$ cat src/rtl/dma_split_pkg.sv
package dma_split_pkg;
  typedef enum logic [2:0] {
    ST_IDLE,
    ST_NEXT,
    ST_FILL,
    ST_ISSUE,
    ST_WAIT,
    ST_DRAIN
  } split_state_e;
endpackage

$ cat src/rtl/dma_chunk_plan.sv
module dma_chunk_plan #(
  parameter int ADDR_W     = 32,
  parameter int LEN_W      = 12,
  parameter int LINE_BYTES = 16
) (
  input  logic [ADDR_W-1:0]             start_addr_i,
  input  logic [LEN_W-1:0]              total_len_i,
  input  logic [LEN_W-1:0]              done_cnt_i,
  output logic [ADDR_W-1:0]             cur_addr_o,
  output logic [ADDR_W-1:0]             line_addr_o,
  output logic [$clog2(LINE_BYTES)-1:0] off_o,
  output logic [$clog2(LINE_BYTES):0]   len_o,
  output logic                          all_done_o
);
  localparam int OFF_W  = $clog2(LINE_BYTES);
  localparam int CLEN_W = OFF_W + 1;

  logic [LEN_W-1:0]  remaining;
  logic [CLEN_W-1:0] room;
  logic              first;

  assign first       = (done_cnt_i == '0);
  assign cur_addr_o  = start_addr_i + ADDR_W'(done_cnt_i);
  assign line_addr_o = {cur_addr_o[ADDR_W-1:OFF_W], {OFF_W{1'b0}}};
  // only the first chunk may sit inside a line
  assign off_o       = first ? start_addr_i[OFF_W-1:0] : '0;
  assign room        = CLEN_W'(LINE_BYTES) - CLEN_W'(off_o);
  assign remaining   = total_len_i - done_cnt_i;
  assign len_o       = (remaining < LEN_W'(room)) ? remaining[CLEN_W-1:0] : room;
  assign all_done_o  = (remaining == '0);
endmodule

$ cat src/rtl/dma_line_buf.sv
module dma_line_buf #(
  parameter int LINE_BYTES = 16
) (
  input  logic                          clk_i,
  input  logic                          rst_ni,
  input  logic                          clr_i,
  input  logic                          load_i,
  input  logic [8*LINE_BYTES-1:0]       load_data_i,
  input  logic                          wr_en_i,
  input  logic [$clog2(LINE_BYTES)-1:0] wr_idx_i,
  input  logic [7:0]                    wr_byte_i,
  input  logic [$clog2(LINE_BYTES)-1:0] rd_idx_i,
  output logic [7:0]                    rd_byte_o,
  output logic [8*LINE_BYTES-1:0]       line_o
);
  localparam int OFF_W = $clog2(LINE_BYTES);

  logic [7:0] lane_q [LINE_BYTES];

  for (genvar b = 0; b < LINE_BYTES; b++) begin : g_lane
    always_ff @(posedge clk_i or negedge rst_ni) begin
      if (!rst_ni)                                    lane_q[b] <= '0;
      else if (clr_i)                                 lane_q[b] <= '0;
      else if (load_i)                                lane_q[b] <= load_data_i[8*b +: 8];
      else if (wr_en_i && wr_idx_i == OFF_W'(b))      lane_q[b] <= wr_byte_i;
    end
    assign line_o[8*b +: 8] = lane_q[b];
  end

  assign rd_byte_o = lane_q[rd_idx_i];
endmodule

$ cat src/rtl/dma_line_splitter.sv
module dma_line_splitter
  import dma_split_pkg::*;
#(
  parameter int ADDR_W     = 32,
  parameter int LEN_W      = 12,
  parameter int LINE_BYTES = 16
) (
  input  logic                          clk_i,
  input  logic                          rst_ni,
  input  logic                          req_valid_i,
  output logic                          req_ready_o,
  input  logic                          req_write_i,
  input  logic [ADDR_W-1:0]             req_addr_i,
  input  logic [LEN_W-1:0]              req_len_i,
  input  logic                          wr_valid_i,
  output logic                          wr_ready_o,
  input  logic [7:0]                    wr_data_i,
  output logic                          rd_valid_o,
  input  logic                          rd_ready_i,
  output logic [7:0]                    rd_data_o,
  output logic                          mem_req_valid_o,
  input  logic                          mem_req_ready_i,
  output logic                          mem_req_write_o,
  output logic [ADDR_W-1:0]             mem_addr_o,
  output logic [ADDR_W-1:0]             mem_line_o,
  output logic [$clog2(LINE_BYTES)-1:0] mem_off_o,
  output logic [$clog2(LINE_BYTES):0]   mem_len_o,
  output logic [8*LINE_BYTES-1:0]       mem_data_o,
  input  logic                          mem_rsp_valid_i,
  output logic                          mem_rsp_ready_o,
  input  logic                          mem_rsp_ack_i,
  input  logic [8*LINE_BYTES-1:0]       mem_rsp_data_i,
  output logic                          busy_o,
  output logic                          done_o
);
  localparam int OFF_W  = $clog2(LINE_BYTES);
  localparam int CLEN_W = OFF_W + 1;

  split_state_e      state_q;
  logic [ADDR_W-1:0] start_q;
  logic [LEN_W-1:0]  total_q;
  logic [LEN_W-1:0]  done_cnt_q;
  logic              write_q;
  logic [CLEN_W-1:0] idx_q;
  logic              done_q;

  logic [ADDR_W-1:0] cur_addr;
  logic [ADDR_W-1:0] line_addr;
  logic [OFF_W-1:0]  chunk_off;
  logic [CLEN_W-1:0] chunk_len;
  logic              all_done;
  logic              last_byte;
  logic              rsp_take;
  logic [OFF_W-1:0]  lane_idx;

  dma_chunk_plan #(
    .ADDR_W    (ADDR_W),
    .LEN_W     (LEN_W),
    .LINE_BYTES(LINE_BYTES)
  ) u_plan (
    .start_addr_i(start_q),
    .total_len_i (total_q),
    .done_cnt_i  (done_cnt_q),
    .cur_addr_o  (cur_addr),
    .line_addr_o (line_addr),
    .off_o       (chunk_off),
    .len_o       (chunk_len),
    .all_done_o  (all_done)
  );

  assign last_byte = (idx_q == chunk_len - CLEN_W'(1));
  assign rsp_take  = (state_q == ST_WAIT) && mem_rsp_valid_i && (mem_rsp_ack_i == write_q);
  assign lane_idx  = chunk_off + idx_q[OFF_W-1:0];

  dma_line_buf #(
    .LINE_BYTES(LINE_BYTES)
  ) u_buf (
    .clk_i      (clk_i),
    .rst_ni     (rst_ni),
    .clr_i      (state_q == ST_NEXT),
    .load_i     (rsp_take && !write_q),
    .load_data_i(mem_rsp_data_i),
    .wr_en_i    ((state_q == ST_FILL) && wr_valid_i),
    .wr_idx_i   (lane_idx),
    .wr_byte_i  (wr_data_i),
    .rd_idx_i   (lane_idx),
    .rd_byte_o  (rd_data_o),
    .line_o     (mem_data_o)
  );

  always_ff @(posedge clk_i or negedge rst_ni) begin
    if (!rst_ni) begin
      state_q    <= ST_IDLE;
      start_q    <= '0;
      total_q    <= '0;
      done_cnt_q <= '0;
      write_q    <= 1'b0;
      idx_q      <= '0;
      done_q     <= 1'b0;
    end else begin
      done_q <= 1'b0;
      case (state_q)
        ST_IDLE: if (req_valid_i) begin
          start_q    <= req_addr_i;
          total_q    <= req_len_i;
          write_q    <= req_write_i;
          done_cnt_q <= '0;
          state_q    <= ST_NEXT;
        end
        ST_NEXT: begin
          idx_q <= '0;
          if (all_done) begin
            done_q  <= 1'b1;
            state_q <= ST_IDLE;
          end else begin
            state_q <= write_q ? ST_FILL : ST_ISSUE;
          end
        end
        ST_FILL: if (wr_valid_i) begin
          if (last_byte) state_q <= ST_ISSUE;
          else           idx_q   <= idx_q + CLEN_W'(1);
        end
        ST_ISSUE: if (mem_req_ready_i) state_q <= ST_WAIT;
        ST_WAIT: if (rsp_take) begin
          if (write_q) begin
            done_cnt_q <= done_cnt_q + LEN_W'(chunk_len);
            state_q    <= ST_NEXT;
          end else begin
            idx_q   <= '0;
            state_q <= ST_DRAIN;
          end
        end
        ST_DRAIN: if (rd_ready_i) begin
          if (last_byte) begin
            done_cnt_q <= done_cnt_q + LEN_W'(chunk_len);
            state_q    <= ST_NEXT;
          end else begin
            idx_q <= idx_q + CLEN_W'(1);
          end
        end
        default: state_q <= ST_IDLE;
      endcase
    end
  end

  assign req_ready_o     = (state_q == ST_IDLE);
  assign busy_o          = (state_q != ST_IDLE);
  assign done_o          = done_q;
  assign wr_ready_o      = (state_q == ST_FILL);
  assign rd_valid_o      = (state_q == ST_DRAIN);
  assign mem_req_valid_o = (state_q == ST_ISSUE);
  assign mem_rsp_ready_o = (state_q == ST_WAIT);
  assign mem_req_write_o = write_q;
  assign mem_addr_o      = cur_addr;
  assign mem_line_o      = line_addr;
  assign mem_off_o       = chunk_off;
  assign mem_len_o       = chunk_len;

  AST_REQ_HOLD: assert property (@(posedge clk_i) disable iff (!rst_ni)
    mem_req_valid_o && !mem_req_ready_i |=> mem_req_valid_o && $stable(mem_addr_o)
      && $stable(mem_off_o) && $stable(mem_len_o) && $stable(mem_data_o));
  AST_OFF_MATCH: assert property (@(posedge clk_i) disable iff (!rst_ni)
    mem_req_valid_o |-> mem_addr_o[OFF_W-1:0] == mem_off_o && mem_line_o[OFF_W-1:0] == '0);
  AST_CHUNK_FIT: assert property (@(posedge clk_i) disable iff (!rst_ni)
    mem_req_valid_o |-> mem_len_o != '0
      && ({1'b0, mem_len_o} + (CLEN_W+1)'(mem_off_o)) <= (CLEN_W+1)'(LINE_BYTES));
  AST_LATER_ALIGNED: assert property (@(posedge clk_i) disable iff (!rst_ni)
    mem_req_valid_o && done_cnt_q != '0 |-> mem_off_o == '0 && mem_addr_o[OFF_W-1:0] == '0);
  AST_RSP_KIND: assert property (@(posedge clk_i) disable iff (!rst_ni)
    mem_rsp_valid_i && mem_rsp_ready_o |-> mem_rsp_ack_i == mem_req_write_o);
  AST_NO_OVERRUN: assert property (@(posedge clk_i) disable iff (!rst_ni)
    busy_o |-> done_cnt_q <= total_q);
  AST_DONE_IDLE: assert property (@(posedge clk_i) disable iff (!rst_ni)
    done_o |-> req_ready_o && !busy_o && !mem_req_valid_o);
  AST_ONE_ACTIVE: assert property (@(posedge clk_i) disable iff (!rst_ni)
    busy_o && req_valid_i |=> $stable(start_q) && $stable(total_q));
endmodule

$ cat config.mk
export PLATFORM = sky130hd
export DESIGN_NAME = dma_line_splitter
export DESIGN_NICKNAME = d
export VERILOG_FILES = /design/src/rtl/dma_split_pkg.sv /design/src/rtl/dma_chunk_plan.sv /design/src/rtl/dma_line_buf.sv /design/src/rtl/dma_line_splitter.sv
export SDC_FILE = /design/constraint.sdc
export NUM_CORES = 1
export LEC_CHECK = 0
export BUFFER_PORTS_ARGS = -buffer_cell sky130_fd_sc_hd__buf_4
export CORE_UTILIZATION = 47
export CTS_CLUSTER_SIZE = 28
export DETAILED_ROUTE_END_ITERATION = 8
export GPL_TIMING_DRIVEN = 1
export PLACE_DENSITY = 0.81
export SLEW_MARGIN = 20
export SYNTH_ARGS = -nofsm -noshare
export SYNTH_HDL_FRONTEND = slang
export SYNTH_SLANG_ARGS = --single-unit
$ cat constraint.sdc
create_clock -name clk_i -period 7 [get_ports clk_i]
set_input_delay 1.05 -clock clk_i [delete_from_list [all_inputs] [get_ports clk_i]]
set_output_delay 1.05 -clock clk_i [all_outputs]
set_load 0.005 [all_outputs]
[Word level (Yosys, flattened, before mapping)]
Cells that the tools add are included.
Cells by class
  add/sub/neg operators: 7
  order comparisons: 2
  eq/ne operators: 31
  muxes and demuxes: 78
  bitwise gates (word level): 1
  reduce and logical (&&, ||, !) cells: 48
Operators with widths (number)
  $mux 8: 50
  $mux 12: 5
  $reduce_bool 3->1: 18
  $pmux 12 s3: 1
  $add 32x12->32: 1
  $bmux 8 s4: 1
  $eq 4x4->1 const B: 8
  $mux 5: 6
  $logic_not 12->1: 2
  $mux 3: 8
  $logic_and 1x1->1: 20
  $pmux 5 s4: 1
  $pmux 3 s6: 1
  $eq 4x3->1 const B: 4
  $add 12x5->12: 1
  $lt 12x5->1: 1
  $ne 2x1->1 const B: 6
  $sub 12x12->12: 1
  $eq 4x2->1 const B: 2
  $reduce_and 7->1: 1
  $eq 3x2->1 const B: 2
  $eq 3x3->1 const B: 2
  $ne 2x2->1 const B: 3
  $reduce_and 6->1: 1
  19 further kinds: 21
Storage, ports and cells
  register bits: 194
  input bits: 189
  output and inout port bits: 217
  word-level logic and storage cells: 190

[Longest topological paths before layout]
  depth in word-level cells: 10
  mapped depth: 29
  mapped depth without buffers: 28

[By module]
A second synthesis with hierarchy kept.
Unflattened totals
  cells, all modules: 1542
  area total of the unflattened synthesis: 13376.6 µm²
Modules (own cells, without submodules)
  dma_line_buf: instances 1, cells each 839, area each 7741.2 µm², seq. area each 3203.1 µm²
  dma_line_splitter: instances 1, cells each 392, area each 3455.8 µm², seq. area each 1651.6 µm²
  dma_chunk_plan: instances 1, cells each 311, area each 2179.6 µm², seq. area each 0.0 µm²

[Least setup slack after synthesis]
No wires, ideal clock.
  path type: register to register
  from: register done_cnt_q[10]
  to: register idx_q[0]
  library setup time: 128 ps
  data arrival time: 5252 ps
  required time: 6872 ps
  slack: 1621 ps
  cell stages (with the launch flop): 24
  path buffers: 1
  clock period less this slack: 5379 ps
  cells stage by stage: dfrtp_1 > nor4_1 > and3_1 > buf_4 > nand2_1 > ha_1 > inv_1 > ha_1 > nor2_1 > maj3_1 > o22a_1 > o21ai_1 > maj3_2 > a21o_4 > nor2_2 > mux2i_2 > inv_1 > ha_1 > xor2_1 > o311ai_1 > or3b_4 > nor4_4 > nand2b_1 > mux2_1
Between the ends
  longest elaborated chain between the ends: 10
  elaborated cells between the ends (all ways): 12
  those cells by class: add/sub: 3; order compare: 1; eq/ne: 1; mux: 6; reduce/logical: 1
RTL lines
  from (decl): line dma_line_splitter.sv:42  | logic [LEN_W-1:0] done_cnt_q;
  from (signal assigned): line dma_line_splitter.sv:126  | done_cnt_q <= done_cnt_q + LEN_W'(chunk_len);
  from (signal assigned): line dma_line_splitter.sv:135  | done_cnt_q <= done_cnt_q + LEN_W'(chunk_len);
  $logic_not 12->1: line dma_chunk_plan.sv:22  | assign first = (done_cnt_i == '0);
  $mux 4: line dma_chunk_plan.sv:26  | assign off_o = first ? start_addr_i[OFF_W-1:0] : '0;
  $sub 5x4->5: line dma_chunk_plan.sv:27  | assign room = CLEN_W'(LINE_BYTES) - CLEN_W'(off_o);
  $lt 12x5->1: line dma_chunk_plan.sv:29  | assign len_o = (remaining < LEN_W'(room)) ? remaining[CLEN_W-1:0] : room;
  $mux 5 (*): line dma_chunk_plan.sv:29
  net mem_len_o[0]: line dma_line_splitter.sv:27  | output logic [$clog2(LINE_BYTES):0] mem_len_o,
  $sub 5x1->5 (*): line dma_line_splitter.sv:71  | assign last_byte = (idx_q == chunk_len - CLEN_W'(1));
  $eq 5x5->1 (*): line dma_line_splitter.sv:71
  $mux 5 (*)
  $mux 5 (on tied branches)
  $pmux 5 s4 (*)
  to (signal assigned): line dma_line_splitter.sv:121  | else idx_q <= idx_q + CLEN_W'(1);
  to (signal assigned): line dma_line_splitter.sv:138  | idx_q <= idx_q + CLEN_W'(1);
  to (decl): line dma_line_splitter.sv:44  | logic [CLEN_W-1:0] idx_q;
The timed path passes the listed nets; every way through them passes the cells marked *. The select of a mux whose other input is x is not followed.
A chain may end at the register's enable or synchronous reset.

[Worst setup path in the final report]
  from: register done_cnt_q[7]
  to: register done_cnt_q[0]
Between the ends
  longest elaborated chain between the ends: 9
  elaborated cells between the ends (all ways): 16
  those cells by class: add/sub: 4; order compare: 1; eq/ne: 2; mux: 7; reduce/logical: 2
RTL lines
  $logic_not 12->1: line dma_chunk_plan.sv:22
  $mux 4: line dma_chunk_plan.sv:26
  $sub 5x4->5: line dma_chunk_plan.sv:27
  $lt 12x5->1: line dma_chunk_plan.sv:29
  $mux 5 (*): line dma_chunk_plan.sv:29
  $add 12x5->12 or $sub 5x1->5 (tied branches): line dma_line_splitter.sv:126, dma_line_splitter.sv:135, dma_line_splitter.sv:71
  $mux 12, or another cell as far along: line dma_line_splitter.sv:134  | if (last_byte) begin
  $mux 12, or another cell as far along: line dma_line_splitter.sv:133  | ST_DRAIN: if (rd_ready_i) begin
  $pmux 12 s3 or $reduce_and 6->1 (tied branches)
Every way passes the cells marked *; elsewhere a longest branch is shown, timed or not. The select of a mux whose other input is x is not followed.

==> Implementation_results.wiki <==
{| class="wikitable"
! Metric !! Value
|-
| Number of antenna violations at the first check in global routing || 2
|-
| Worst reg2reg startpoint || done_cnt_q[7]$_DFFE_PN0P_
|-
| Number of instances on the worst hold path || 2
|-
| Commonest non-fill, non-tap cell in the layout || sky130_fd_sc_hd__buf_4
|-
| Critical Path RT || 7.35 ns
|-
| Most frequent cell on the critical path || sky130_fd_sc_hd__ha_1
|-
| Number of vias per cell after detailed routing || 6.04
|-
| Final period util || 91.4%
|-
| Most frequent cells in the layout || 426 x sky130_fd_sc_hd__buf_4, 194 x sky130_fd_sc_hd__dfrtp_1, 166 x sky130_fd_sc_hd__a21oi_1
|-
| Relative slew margins || 26.5%
|-
| Cells traversed along the worst timing path || nor4_1 -> and3_1 -> nand2_1 -> ha_1 -> inv_1 -> ha_1 -> nor2_1 -> maj3_1 -> o22a_1 -> o21ai_1 -> maj3_2 -> a21o_4 -> nor2_2 -> mux2i_2 -> inv_1 -> ha_1 -> xor2_1 -> o311ai_1 -> or3b_4 -> o41ai_4 -> buf_4 -> nand3_1 -> o21ai_1
|-
| Floorplan Core Area || 0.0252 mm2
|-
| Start point of the worst hold path || u_buf.line_o[47]$_DFFE_PN0P_
|-
| Non-filler cells in the finished layout || 1930
|-
| Setup-failing EPs final || 0
|-
| DIE HEIGHT || 162 um
|-
| Pin count of the biggest net entering global routing || 139
|-
| Synth Area in Simple Gates || 12.8%
|-
| LEAKAGE || 7.36 nW
|-
| Capturing point of the worst reg2reg path || done_cnt_q[0]$_DFFE_PN0P_
|-
| Post-Place Cells || 1896
|-
| Final GP Congestion || 0.922
|-
| Unrepaired setup endpoints after global routing || false
|-
| Proportion of register bits with asynchronous set or reset after synthesis || 100%
|-
| Number of CTS-inserted buffers || 17
|-
| First-pass GRT wire length || 64600 um
|-
| Ratio of cells with drive above 1 in the final layout || 36.7%
|-
| Setup_tns || 0 ns
|-
| Floorplan die width || 162 um
|-
| CTS tree || built
|-
| Number of sinks driven by the clock tree || 194
|-
| Maximum count of clock buffers along a single path || 2
|-
| Register bit total from synthesis || 194
|-
| Number of cells on the worst reg-to-reg path || 23
|-
| Total global routing track utilization || 32.2%
|-
| EDFF count, synth || 0
|-
| Avg WL per Cell || 22.0 um
|-
| Max-slew violations || 0
|-
| Fin worst setup slack || 0.599 ns
|-
| Via count of the first global-routing pass || 11.2k
|-
| Number of warnings reported in the yosys synthesis log || 0
|-
| Synth Area in Adders || 4.56%
|-
| Delay contributed by the slowest stage of the critical path || 0.81 ns
|-
| Placement Rows || 58
|-
| Cell with the largest stage delay on the worst path || sky130_fd_sc_hd__o41ai_4
|-
| Post-CTS Hold Fix Bufs || 0
|-
| Clock H-tree levels || 4
|-
| Drt first-iter violations || 1024
|-
| Total count of hold-check failures in the final report || 0
|-
| Critical path start-end classification || reg2reg
|-
| Outcome || finished clean
|-
| Class of the most critical hold timing path || reg2reg
|-
| Share of synthesized area occupied by flip-flops and latches || 40.2%
|-
| Top Family by Delay on Critical Path || simple AND/OR/NAND/NOR gates
|-
| Effective utilization at floorplan || 48.0%
|-
| Number of instances in the synthesized netlist || 1257
|-
| Die Area || 0.0264 mm2
|-
| Count of cells resized by post-cts repair || 0
|-
| CTS Root Buffer Type || sky130_fd_sc_hd__clkbuf_16
|-
| Synthesized-area fraction occupied by ao, oa, aoi and oai cells || 19.1%
|-
| Post-Place Cell Area || 0.0152 mm2
|-
| Setup WS pre-CTS || 0.720 ns
|-
| Max Clk Rate || 0.156 GHz
|-
| Max_cap viols || 0
|-
| Combinational family with the most area after synthesis || compound AO/OA/AOI/OAI gates
|-
| Crit path max fanout || 17
|-
| Critical path endpoint category || register
|-
| Port-buffer cells || 401
|-
| Final design instance area without fill || 0.0158 mm2
|-
| Buffer count from post-CTS setup fixing || 0
|-
| Mean area per synthesized cell || 9.62 um2
|-
| Crit path buf inv count || 3
|-
| Length of the first detailed-routing pass in iterations || 5
|-
| Power density cells || 597 mW/mm2
|-
| Maximum ir drop on the vdd rail || 0.306 mV
|-
| Number of nets with antenna violations after detailed routing || 0
|-
| Most instantiated flip-flop cell in the synthesis netlist || sky130_fd_sc_hd__dfrtp_1
|-
| Data arrival time of the critical path || 6.75 ns
|-
| End point of the most critical hold path || u_buf.line_o[47]$_DFFE_PN0P_
|-
| Proportion of synthesized area in mux cells || 13.1%
|-
| Crit path time final || 6.40 ns
|-
| Remaining Overflow, GRT || 0
|-
| Area of the mapped netlist || 0.0121 mm2
|-
| Startpoint kind of the worst setup timing path || register
|-
| Count of unique library cells instantiated by Yosys || 69
|-
| Actual transition at the worst max-transition pin || 1.10 ns
|-
| Total power draw || 9.46 mW
|-
| DRT Wirelength || 42500 um
|-
| Clock network latency to the later pin of the worst-skew pair || 0.44 ns
|-
| Layout overhead on the synthesized area || 31.0%
|-
| Synth Area in XOR/XNOR || 4.06%
|-
| Reg2Reg Setup Slack || 0.60 ns
|-
| Routed via count || 11.6k
|-
| Clock Pin Slew Worst Setup and Hold Paths || 0.07 ns
|-
| Final net count || 1815
|-
| Half-perimeter wire length after placement || 31800 um
|-
| DRC || 0
|-
| Setup clock skew after layout || 0.0157 ns
|-
| Number of top-level design ports || 406
|}
[sequential cells by signal (all words and copies together), names as in the netlist]
| name | cells |
|---|---|
| done_o | 1 |
| state_q | 3 |
| total_q | 12 |
| start_q | 32 |
| done_cnt_q | 12 |
| u_buf.line_o | 128 |
| mem_req_write_o | 1 |
| idx_q | 5 |
[cell usage after synthesis (all sizes together) (21+ instances only)]
master,instances,share of area [%]
nor2b,21,1.1
buf,44,2.5
a21oi,170,7.1
mux2,58,5.4
nand2,166,5.2
o21ai,42,1.7
mux4,40,7.5
ha,36,3.7
dfrtp,194,40
xnor2,41,3.2
nor2,56,1.8
inv,39,1.2
clkbuf,78,2.4
o31ai,113,7.0
[worst min-delay path: stages, from the launching register on]
cell                      delay, ns
sky130_fd_sc_hd__dfrtp_1       0.37
sky130_fd_sc_hd__nand2_1       0.06
sky130_fd_sc_hd__o31ai_1       0.05
[cell type report]
class / instances / area, um2
inverters: 39 / 146
diodes: 2 / 5.00
repair buffers: 429 / 3260
clock inverters: 13 / 171
multi-input cells: 905 / 6560
fillers: 2013 / 9340
clock buffers: 18 / 429
well taps: 330 / 413
flip-flops and latches: 194 / 4850
[cell families (layout without fill, tap and decap cells)]
kind of cell               count (synthesis)  count (layout)
muxes                                    101             101
and+or+nand+nor                          334             334
xor gates and xnor gates                  53              53
other                                      1               6
AOI/OAI and AO/OA                        371             371
adders and majority gates                 42              42
DFF                                      194             194
buffers and inverters                    161             499
[layer usage]
| layer | GRT usage [%] | wire, um |
|---|---|---|
| met1 | 41.0 | 16100 |
| met2 | 51.7 | 20300 |
| met3 | 6.98 | 3910 |
| met4 | 16.7 | 2230 |
| met5 | 0 | 0 |
[worst max path at each step]
stage	start	to	slack, ns	cells after the start
floorplan	done_cnt_q[10]$_DFFE_PN0P_	idx_q[0]$_DFFE_PN0P_	1.62	23
global placement	done_cnt_q[7]$_DFFE_PN0P_	done_cnt_q[2]$_DFFE_PN0P_	0.89	23
detailed placement	done_cnt_q[10]$_DFFE_PN0P_	done_cnt_q[0]$_DFFE_PN0P_	0.72	23
CTS	done_cnt_q[7]$_DFFE_PN0P_	done_cnt_q[0]$_DFFE_PN0P_	0.66	23
global route	done_cnt_q[2]$_DFFE_PN0P_	done_cnt_q[2]$_DFFE_PN0P_	0.17	23
finish	done_cnt_q[7]$_DFFE_PN0P_	done_cnt_q[0]$_DFFE_PN0P_	0.60	23
[power by group]
group          switching, mW  internal (mW)
registers              0.547           1.63
clock network          0.479          0.542
logic                   3.24           3.02
total                   4.27           5.19
[per-stage QoR]
| stage | utilization, % | hold slack, ns |
|---|---|---|
| floorplan | - | 0.487 |
| global placement | 60.3 | 0.483 |
| detailed placement | 60.4 | 0.494 |
| finish | 62.9 | 0.515 |
| CTS | 62.7 | 0.514 |
| global route | 62.9 | 0.535 |
Power figures use the tool's default switching activity.
